$ cat config.mk
export PLATFORM = sky130hd
export DESIGN_NAME = dac_buffer_ctrl
export DESIGN_NICKNAME = d
export VERILOG_FILES = /design/src/rtl/dac_ctrl_pkg.sv /design/src/rtl/dac_load_sync.sv /design/src/rtl/dac_ctrl_fsm.sv /design/src/rtl/dac_regs.sv /design/src/rtl/dac_buffer_ctrl.sv
export SDC_FILE = /design/constraint.sdc
export NUM_CORES = 1
export LEC_CHECK = 0
export ABC_CLOCK_PERIOD_IN_PS = 1850
export BUFFER_PORTS_ARGS = -buffer_cell sky130_fd_sc_hd__buf_2
export CAP_MARGIN = 10
export CELL_PAD_IN_SITES_DETAIL_PLACEMENT = 2
export CELL_PAD_IN_SITES_GLOBAL_PLACEMENT = 2
export CORE_ASPECT_RATIO = 1.25
export CORE_MARGIN = 2
export CORE_UTILIZATION = 32
export CTS_CLUSTER_SIZE = 20
export DETAILED_ROUTE_END_ITERATION = 10
export GPL_ROUTABILITY_DRIVEN = 0
export GPL_TIMING_DRIVEN = 0
export PLACE_DENSITY = 0.88
export SLEW_MARGIN = 30
export SYNTH_ARGS = -nofsm -noshare
export SYNTH_HDL_FRONTEND = slang
export SYNTH_SLANG_ARGS = --single-unit
export TNS_END_PERCENT = 100
$ cat constraint.sdc
create_clock -name clk -period 1.85 [get_ports clk]
set_clock_uncertainty 0.2 [all_clocks]
set_input_delay 0.2775 -clock clk [delete_from_list [all_inputs] [get_ports clk]]
set_output_delay 0.2775 -clock clk [all_outputs]
set_load 0.1 [all_outputs]
$ cat src/rtl/dac_ctrl_pkg.sv
package dac_ctrl_pkg;

  typedef enum logic [3:0] {
    CMD_WRITE  = 4'b0000,
    CMD_UPDATE = 4'b0001,
    CMD_WRUPD  = 4'b0011,
    CMD_PWRDN  = 4'b0100,
    CMD_NOP    = 4'b1111
  } dacCmdE;

  // Strobes from control to the register datapath
  typedef struct packed {
    logic loadIn;       // capture word data into staging register
    logic loadDac;      // update output register
    logic dacFromWord;  // output register takes word data directly
    logic setPd;        // enter power-down
    logic clrPd;        // leave power-down
  } ctlStrobeT;

  function automatic logic cmdValid(input logic [3:0] c);
    return (c == CMD_WRITE) || (c == CMD_UPDATE) || (c == CMD_WRUPD) ||
           (c == CMD_PWRDN) || (c == CMD_NOP);
  endfunction

endpackage

$ cat src/rtl/dac_load_sync.sv
module dac_load_sync #(
  parameter int STAGES = 2
) (
  input  logic clk,
  input  logic rstN,
  input  logic loadN,
  output logic loadLow,
  output logic loadFall
);
  localparam int LAST = STAGES - 1;

  logic [LAST:0] syncChain;
  logic          prevLevel;

  generate
    if (STAGES == 1) begin : g_single
      always_ff @(posedge clk) begin
        if (!rstN) syncChain <= '1;
        else       syncChain <= loadN;
      end
    end else begin : g_multi
      always_ff @(posedge clk) begin
        if (!rstN) syncChain <= '1;
        else       syncChain <= {syncChain[LAST-1:0], loadN};
      end
    end
  endgenerate

  always_ff @(posedge clk) begin
    if (!rstN) prevLevel <= 1'b1;
    else       prevLevel <= syncChain[LAST];
  end

  assign loadLow  = ~syncChain[LAST];
  assign loadFall = prevLevel & ~syncChain[LAST];
endmodule

$ cat src/rtl/dac_ctrl_fsm.sv
module dac_ctrl_fsm
  import dac_ctrl_pkg::*;
(
  input  logic      clk,
  input  logic      rstN,
  input  logic      wordDone,
  input  logic [3:0] wordCmd,
  input  logic      xferBusy,
  input  logic      loadLow,
  input  logic      loadFall,
  output ctlStrobeT strb
);
  logic pending;
  logic validWord, cmdWrites, cmdUpdates, cmdPd, pinEdgeUpd;

  always_comb begin
    validWord  = wordDone && cmdValid(wordCmd);
    cmdWrites  = validWord && ((wordCmd == CMD_WRITE) || (wordCmd == CMD_WRUPD));
    cmdUpdates = validWord && ((wordCmd == CMD_UPDATE) || (wordCmd == CMD_WRUPD) || loadLow);
    cmdPd      = validWord && (wordCmd == CMD_PWRDN) && !loadLow;
    pinEdgeUpd = loadFall && pending && !xferBusy && !wordDone;

    strb.loadIn      = cmdWrites;
    strb.loadDac     = cmdUpdates || pinEdgeUpd;
    strb.dacFromWord = cmdWrites;
    strb.setPd       = cmdPd;
    strb.clrPd       = loadLow || cmdUpdates || pinEdgeUpd;
  end

  // A complete word waits here until some update consumes it
  always_ff @(posedge clk) begin
    if (!rstN)             pending <= 1'b0;
    else if (strb.loadDac) pending <= 1'b0;
    else if (validWord)    pending <= 1'b1;
  end
endmodule

$ cat src/rtl/dac_regs.sv
module dac_regs
  import dac_ctrl_pkg::*;
#(
  parameter int DATA_W    = 16,
  parameter bit RESET_MID = 1'b0
) (
  input  logic              clk,
  input  logic              rstN,
  input  ctlStrobeT         strb,
  input  logic [DATA_W-1:0] wordData,
  output logic [DATA_W-1:0] dacCode,
  output logic              powerDown
);
  localparam logic [DATA_W-1:0] RST_CODE =
    RESET_MID ? {1'b1, {(DATA_W-1){1'b0}}} : '0;

  logic [DATA_W-1:0] stageReg;
  logic [DATA_W-1:0] dacReg;
  logic              pdReg;

  always_ff @(posedge clk) begin
    if (!rstN) begin
      stageReg <= RST_CODE;
      dacReg   <= RST_CODE;
    end else begin
      if (strb.loadIn)  stageReg <= wordData;
      if (strb.loadDac) dacReg   <= strb.dacFromWord ? wordData : stageReg;
    end
  end

  always_ff @(posedge clk) begin
    if (!rstN)           pdReg <= 1'b0;
    else if (strb.clrPd) pdReg <= 1'b0;
    else if (strb.setPd) pdReg <= 1'b1;
  end

  assign dacCode   = dacReg;
  assign powerDown = pdReg;
endmodule

$ cat src/rtl/dac_buffer_ctrl.sv
module dac_buffer_ctrl
  import dac_ctrl_pkg::*;
#(
  parameter int DATA_W      = 16,
  parameter int SYNC_STAGES = 2,
  parameter bit RESET_MID   = 1'b0
) (
  input  logic              clk,
  input  logic              rstN,
  input  logic              wordDone,
  input  logic [3:0]        wordCmd,
  input  logic [DATA_W-1:0] wordData,
  input  logic              xferBusy,
  input  logic              loadN,
  output logic [DATA_W-1:0] dacCode,
  output logic              powerDown
);
  logic      loadLow, loadFall;
  ctlStrobeT strb;

  dac_load_sync #(.STAGES(SYNC_STAGES)) u_sync (
    .clk(clk), .rstN(rstN), .loadN(loadN),
    .loadLow(loadLow), .loadFall(loadFall)
  );

  dac_ctrl_fsm u_ctl (
    .clk(clk), .rstN(rstN), .wordDone(wordDone), .wordCmd(wordCmd),
    .xferBusy(xferBusy), .loadLow(loadLow), .loadFall(loadFall), .strb(strb)
  );

  dac_regs #(.DATA_W(DATA_W), .RESET_MID(RESET_MID)) u_regs (
    .clk(clk), .rstN(rstN), .strb(strb), .wordData(wordData),
    .dacCode(dacCode), .powerDown(powerDown)
  );

  p_write_only_r2: assert property (@(posedge clk) disable iff (!rstN)
    (wordDone && wordCmd == CMD_WRITE && !loadLow) |=> $stable(dacCode) && $stable(powerDown));

  p_update_pwrup_r3: assert property (@(posedge clk) disable iff (!rstN)
    (wordDone && wordCmd == CMD_UPDATE) |=> !powerDown);

  p_wrupd_data_r4: assert property (@(posedge clk) disable iff (!rstN)
    (wordDone && wordCmd == CMD_WRUPD) |=> (dacCode == $past(wordData)) && !powerDown);

  p_pd_enter_r5: assert property (@(posedge clk) disable iff (!rstN)
    (wordDone && wordCmd == CMD_PWRDN && !loadLow) |=> powerDown && $stable(dacCode));

  p_reserved_r6: assert property (@(posedge clk) disable iff (!rstN)
    (wordDone && !cmdValid(wordCmd) && !loadLow) |=> $stable(dacCode) && $stable(powerDown));

  p_pin_pwrup_r8: assert property (@(posedge clk) disable iff (!rstN)
    loadLow |=> !powerDown);

  p_pd_veto_r9: assert property (@(posedge clk) disable iff (!rstN)
    (wordDone && wordCmd == CMD_PWRDN && loadLow) |=> !powerDown);

  p_busy_block_r10: assert property (@(posedge clk) disable iff (!rstN)
    (xferBusy && !wordDone) |=> $stable(dacCode));
endmodule

* After elaboration in Yosys (flattened, before gate mapping)
Cells that the tools add are included.
** Word-level totals
- Register bits after elaboration :: 37
- Input bits :: 25
- Output and inout port bits :: 17
- Word-level logic and storage cells :: 37
** Cells by class
- Equal/unequal tests :: 4
- Mux-type cells :: 1
- Bitwise operators :: 3
- Reduce and logical (&&, ||, !) cells :: 23
** Operator list (number)
- $mux W16 :: 1
- $logic_or A1 B1 Y1 :: 10
- $logic_and A1 B1 Y1 :: 8
- $eq A4 B1 Y1 const B :: 1
- $eq A4 B2 Y1 const B :: 1
- $eq A4 B3 Y1 const B :: 1
- $eq A4 B4 Y1 const B :: 1
- $logic_not A4 Y1 :: 1
- $reduce_or A2 Y1 :: 2
- $logic_not A1 Y1 :: 2
- $not A1 Y1 :: 2
- $and A1 B1 Y1 :: 1

* Logic depth before layout (Yosys ltp)
- Depth after elaboration :: 10
- Depth in mapped cells :: 6
- Gate-level depth less buffers :: 4

* By module
A second synthesis with hierarchy kept.
** Second synthesis, totals
- Cells, all modules :: 153
- Area total of the unflattened synthesis :: 1589.0 sq um
** Modules (own cells, without submodules)
- dac_regs :: instances 1, cells each 125, area an instance 1333.8 sq um, seq. area each 660.6 sq um
- dac_ctrl_fsm :: instances 1, cells each 20, area an instance 166.4 sq um, seq. area each 20.0 sq um
- dac_load_sync :: instances 1, cells each 8, area an instance 88.8 sq um, seq. area each 60.1 sq um

* Worst setup path before layout
Ideal clock, no wire load.
- Path type :: in2reg
- From :: input wordCmd[2]
- To :: register u_regs.dacReg[10], in the netlist u_regs.dacCode[10]
- Library setup time :: 0.121 ns
- Arrival :: 1.377 ns
- Data required time :: 1.529 ns
- Path slack :: 0.152 ns
- Stages on the path :: 6
- Path buffers :: 2
- Path through :: and3_1 -> o221ai_2 -> a22o_1 -> buf_6 -> buf_6 -> mux2_4
** On the way
- Cells in the longest elaborated chain, start to end :: 8
- Elaborated cells on any way between the ends :: 17
- Those cells by class :: 4 x eq/ne; 1 x mux; 12 x reduce/logical
** Ends and longest elaborated chain
- start, declared :: line dac_buffer_ctrl.sv:11 : input logic [3:0] wordCmd,
- $eq A4 B1 Y1 / $logic_not A4 Y1 (equally long branches) :: line dac_ctrl_pkg.sv:21, dac_ctrl_fsm.sv:19, dac_ctrl_fsm.sv:18
- $logic_or A1 B1 Y1 (3 in a row) :: line dac_ctrl_pkg.sv:21 : return (c == CMD_WRITE) || (c == CMD_UPDATE) || (c == CMD_WRUPD) ||
- $logic_or A1 B1 Y1 :: line dac_ctrl_pkg.sv:22 : (c == CMD_PWRDN) || (c == CMD_NOP);
- $logic_and A1 B1 Y1 :: line dac_ctrl_fsm.sv:17 : validWord = wordDone && cmdValid(wordCmd);
- $logic_and A1 B1 Y1, on equally long branches :: line dac_ctrl_fsm.sv:18, dac_ctrl_fsm.sv:19
- $mux W16 / $logic_or A1 B1 Y1 (equally long branches) :: line dac_regs.sv:27, dac_ctrl_fsm.sv:24
- end signal, assigned :: line dac_regs.sv:27 : if (strb.loadDac) dacReg <= strb.dacFromWord ? wordData : stageReg;
- end, declared :: line dac_regs.sv:18 : logic [DATA_W-1:0] dacReg;
Parallel ways exist; a longest one is shown, timed or not.
A chain may end at the register's enable or synchronous reset.

* Final worst setup path
- From :: input wordCmd[3]
- To :: register u_regs.dacReg[9], in the netlist u_regs.dacCode[9]
The elaborated chain is that of the path after synthesis.

==> impl_metrics.csv <==
group,metric,value,unit
yosys,synth_cell_types,23,
routing,totalWireLength,3980,µm
setup_path,cpMostUsedCell,"buf_6",
power_and_ir_drop,powerDensity,769,nW/µm²
setup_path,arrival,1.68,ns
die,die_h,82.8,µm
die,core-area,4760,µm²
sta,max_slew_margin,0.674,
routing,num_vias,1240,
placed_design,post-place-ws,-0.155,ns
yosys,netlist_instances,146,
sta,hold_violations,0,
yosys,synth_top_cell_area_share,0.467,
routing,wl_per_cell,15.6,µm
grt,grt_start_max_net_pins,11,
grt,overflow,0,
yosys,synth_area_leaders,"dfxtp_1 (47%), mux2_4 (7.6%), o21a_1 (7.6%)",
routing,drc_errors,0,
die,num_rows,28,
clock_tree,cts_tree,"yes",
clock_tree,clk_path_buf_depth,2,
cells_and_area,antennaDiodeCount,0,
power_and_ir_drop,ir_drop,0.000449,V
routing,antenna_left,0,
clock_tree,cts_hold_buf,1,
setup_path,slowest_delay,0.35,ns
clock_tree,clkLatencyLatePin,0.29,ns
sta,drv_slew,0,
cells_and_area,mostFrequentLayoutCells,"buf_2 (45), dfxtp_1 (37), and3_1 (18)",
setup_path,path_max_fanout,10,
clock_tree,clkTransAtPathRegs,0.07,ns
grt,grt_pass1_vias,1274,
sta,setup_viol,0,
setup_path,crit_type,"in -> reg",
power_and_ir_drop,leakagePower,0.949,nW
yosys,avgSynthCellArea,10.9,µm²
yosys,synth.net_count,171,
placed_design,io_buffers,40,
routing,drtIter0Drc,26,
yosys,yosys_warnings,0,
die,ios,42,
sta,finalCritPeriodShare,0.916,
yosys,synth_top_area_cell,"dfxtp_1",
grt,grt_pass1_wl,6420,µm
worst_hold_path,hold_path.class,"in -> reg",
die,start_util,0.333,
clock_tree,numCtsBuffers,5,
setup_path,cp-end-kind,"flip-flop",
setup_path,cp.required,1.83,ns
die,chipWidth,67.0,µm
die,die_area,5550,µm²
clock_tree,post-cts-setup-buffer-count,0,
cells_and_area,mostFrequentLayoutCell,"buf_2",
setup_path,startpoint_type,"input pin",
sta,fmax,590,MHz
cells_and_area,num-nets-final,219,
sta,layout_min_cycle_time,1.70,ns
clock_tree,clock-sinks,37,
placed_design,hpwl,2900,µm
cells_and_area,layout-drive-gt1-share,0.359,
clock_tree,cts_root_buf,"clkbuf_8",
setup_path,crit_slowest_cell,"nor3b_2",
status,status,"finished, final reports clean",
job,drv_cap,0,
clock_tree,cts_resized,0,
setup_path,cp_cell_sequence,"buf_2 > nor3b_2 > nand2_1 > a22o_1 > buf_6 > buf_6 > mux2_4",
routing,first_pass_iters,4,
cells_and_area,fin_util,0.410,
yosys,synth-seq-area-share,0.467,
sta,rsz0062_at_grt,"false",
grt,track_usage,0.160,
sta,tightest_slew,0.489,ns
sta,fin_ws,0.155,ns
yosys,ys_ff_latch,37,
clock_tree,htree_levels,2,
yosys,synth_area,1590,µm²
cells_and_area,area_growth,23.0,%
grt,antenna_found_initial,0,
routing,vias_per_cell,4.86,
==> worst max-delay path, delay by kind of cell <==
| kind | cells | cell delay, ns |
|---|---|---|
| AOI/OAI and AO/OA | 1 | 0.20 |
| buffers and inverters | 3 | 0.44 |
| muxes | 1 | 0.30 |
| and+or+nand+nor | 2 | 0.46 |
==> area by class of cell <==
cell class              count  area (µm²)
well taps                  60        75.1
flip-flops and latches     37         741
multi-input cells          97         781
clock buffers               8        80.1
repair buffers             41         210
fillers                   550        2810
plain buffers              12        66.3
==> cells by family after synthesis <==
kind of cell,share of synthesized area
simple gates,0.181
flops,0.467
compound gates,0.173
mux,0.132
buf+inv,0.0418
xor+xnor,0.00552
==> registers in the layout, summed over array words and instances, names as in the netlist <==
signal / count
u_ctl.pending: 1
u_regs.dacCode: 16
u_regs.powerDown: 1
u_regs.stageReg: 16
u_sync.prevLevel: 1
u_sync.syncChain: 2
==> cells in the mapped netlist <==
master,count
dfxtp_1,37
and3_1,18
and2_1,16
o21a_1,16
a21boi_0,14
mux2_2,8
mux2_4,8
buf_2,5
clkbuf_1,5
nand2b_1,4
a21boi_1,2
buf_6,2
a21oi_1,1
a22o_1,1
and4b_1,1
nand2_1,1
nand4bb_1,1
nor2_1,1
nor3b_2,1
nor4b_1,1
o21ai_0,1
o221ai_2,1
xnor2_1,1
==> worst paths after layout <==
path	depth (start not counted)	from	to	slack (ns)
worst min register to register	1	u_sync.syncChain[0]	u_sync.syncChain[1]	0.23
worst max register to register	5	u_ctl.pending	u_regs.dacCode[9]	0.24
worst max-delay path	7	wordCmd[3]	u_regs.dacCode[9]	0.15
worst min-delay path	3	wordData[5]	u_regs.stageReg[5]	0.16
==> layer usage <==
metal / global-route usage / routed length (µm) / vias up
li1: - / - / 606
met1: 0.186 / 1660 / 605
met2: 0.270 / 2080 / 24
met3: 0.0542 / 181 / 5
met4: 0.0612 / 52 / 0
met5: 0 / 0 / -
==> power by group <==
part	internal [mW]	switching [mW]
registers	0.811	0.00439
logic	0.0578	0.0871
clock network	0.267	0.275
total	1.14	0.366
==> metrics by stage <==
step	cell area (µm²)	power [mW]	hold WS [ns]	TNS, ns	cells
global placement	1860	0.974	0.190	-1.22	246
detailed placement	1860	0.978	0.217	-2.11	246
global route	1950	1.57	0.170	0	255
finish	1950	1.50	0.164	0	255
CTS	1950	1.53	0.158	0	255
floorplan	1590	0.917	0.179	0	146
(Power assumes the default switching activity.)
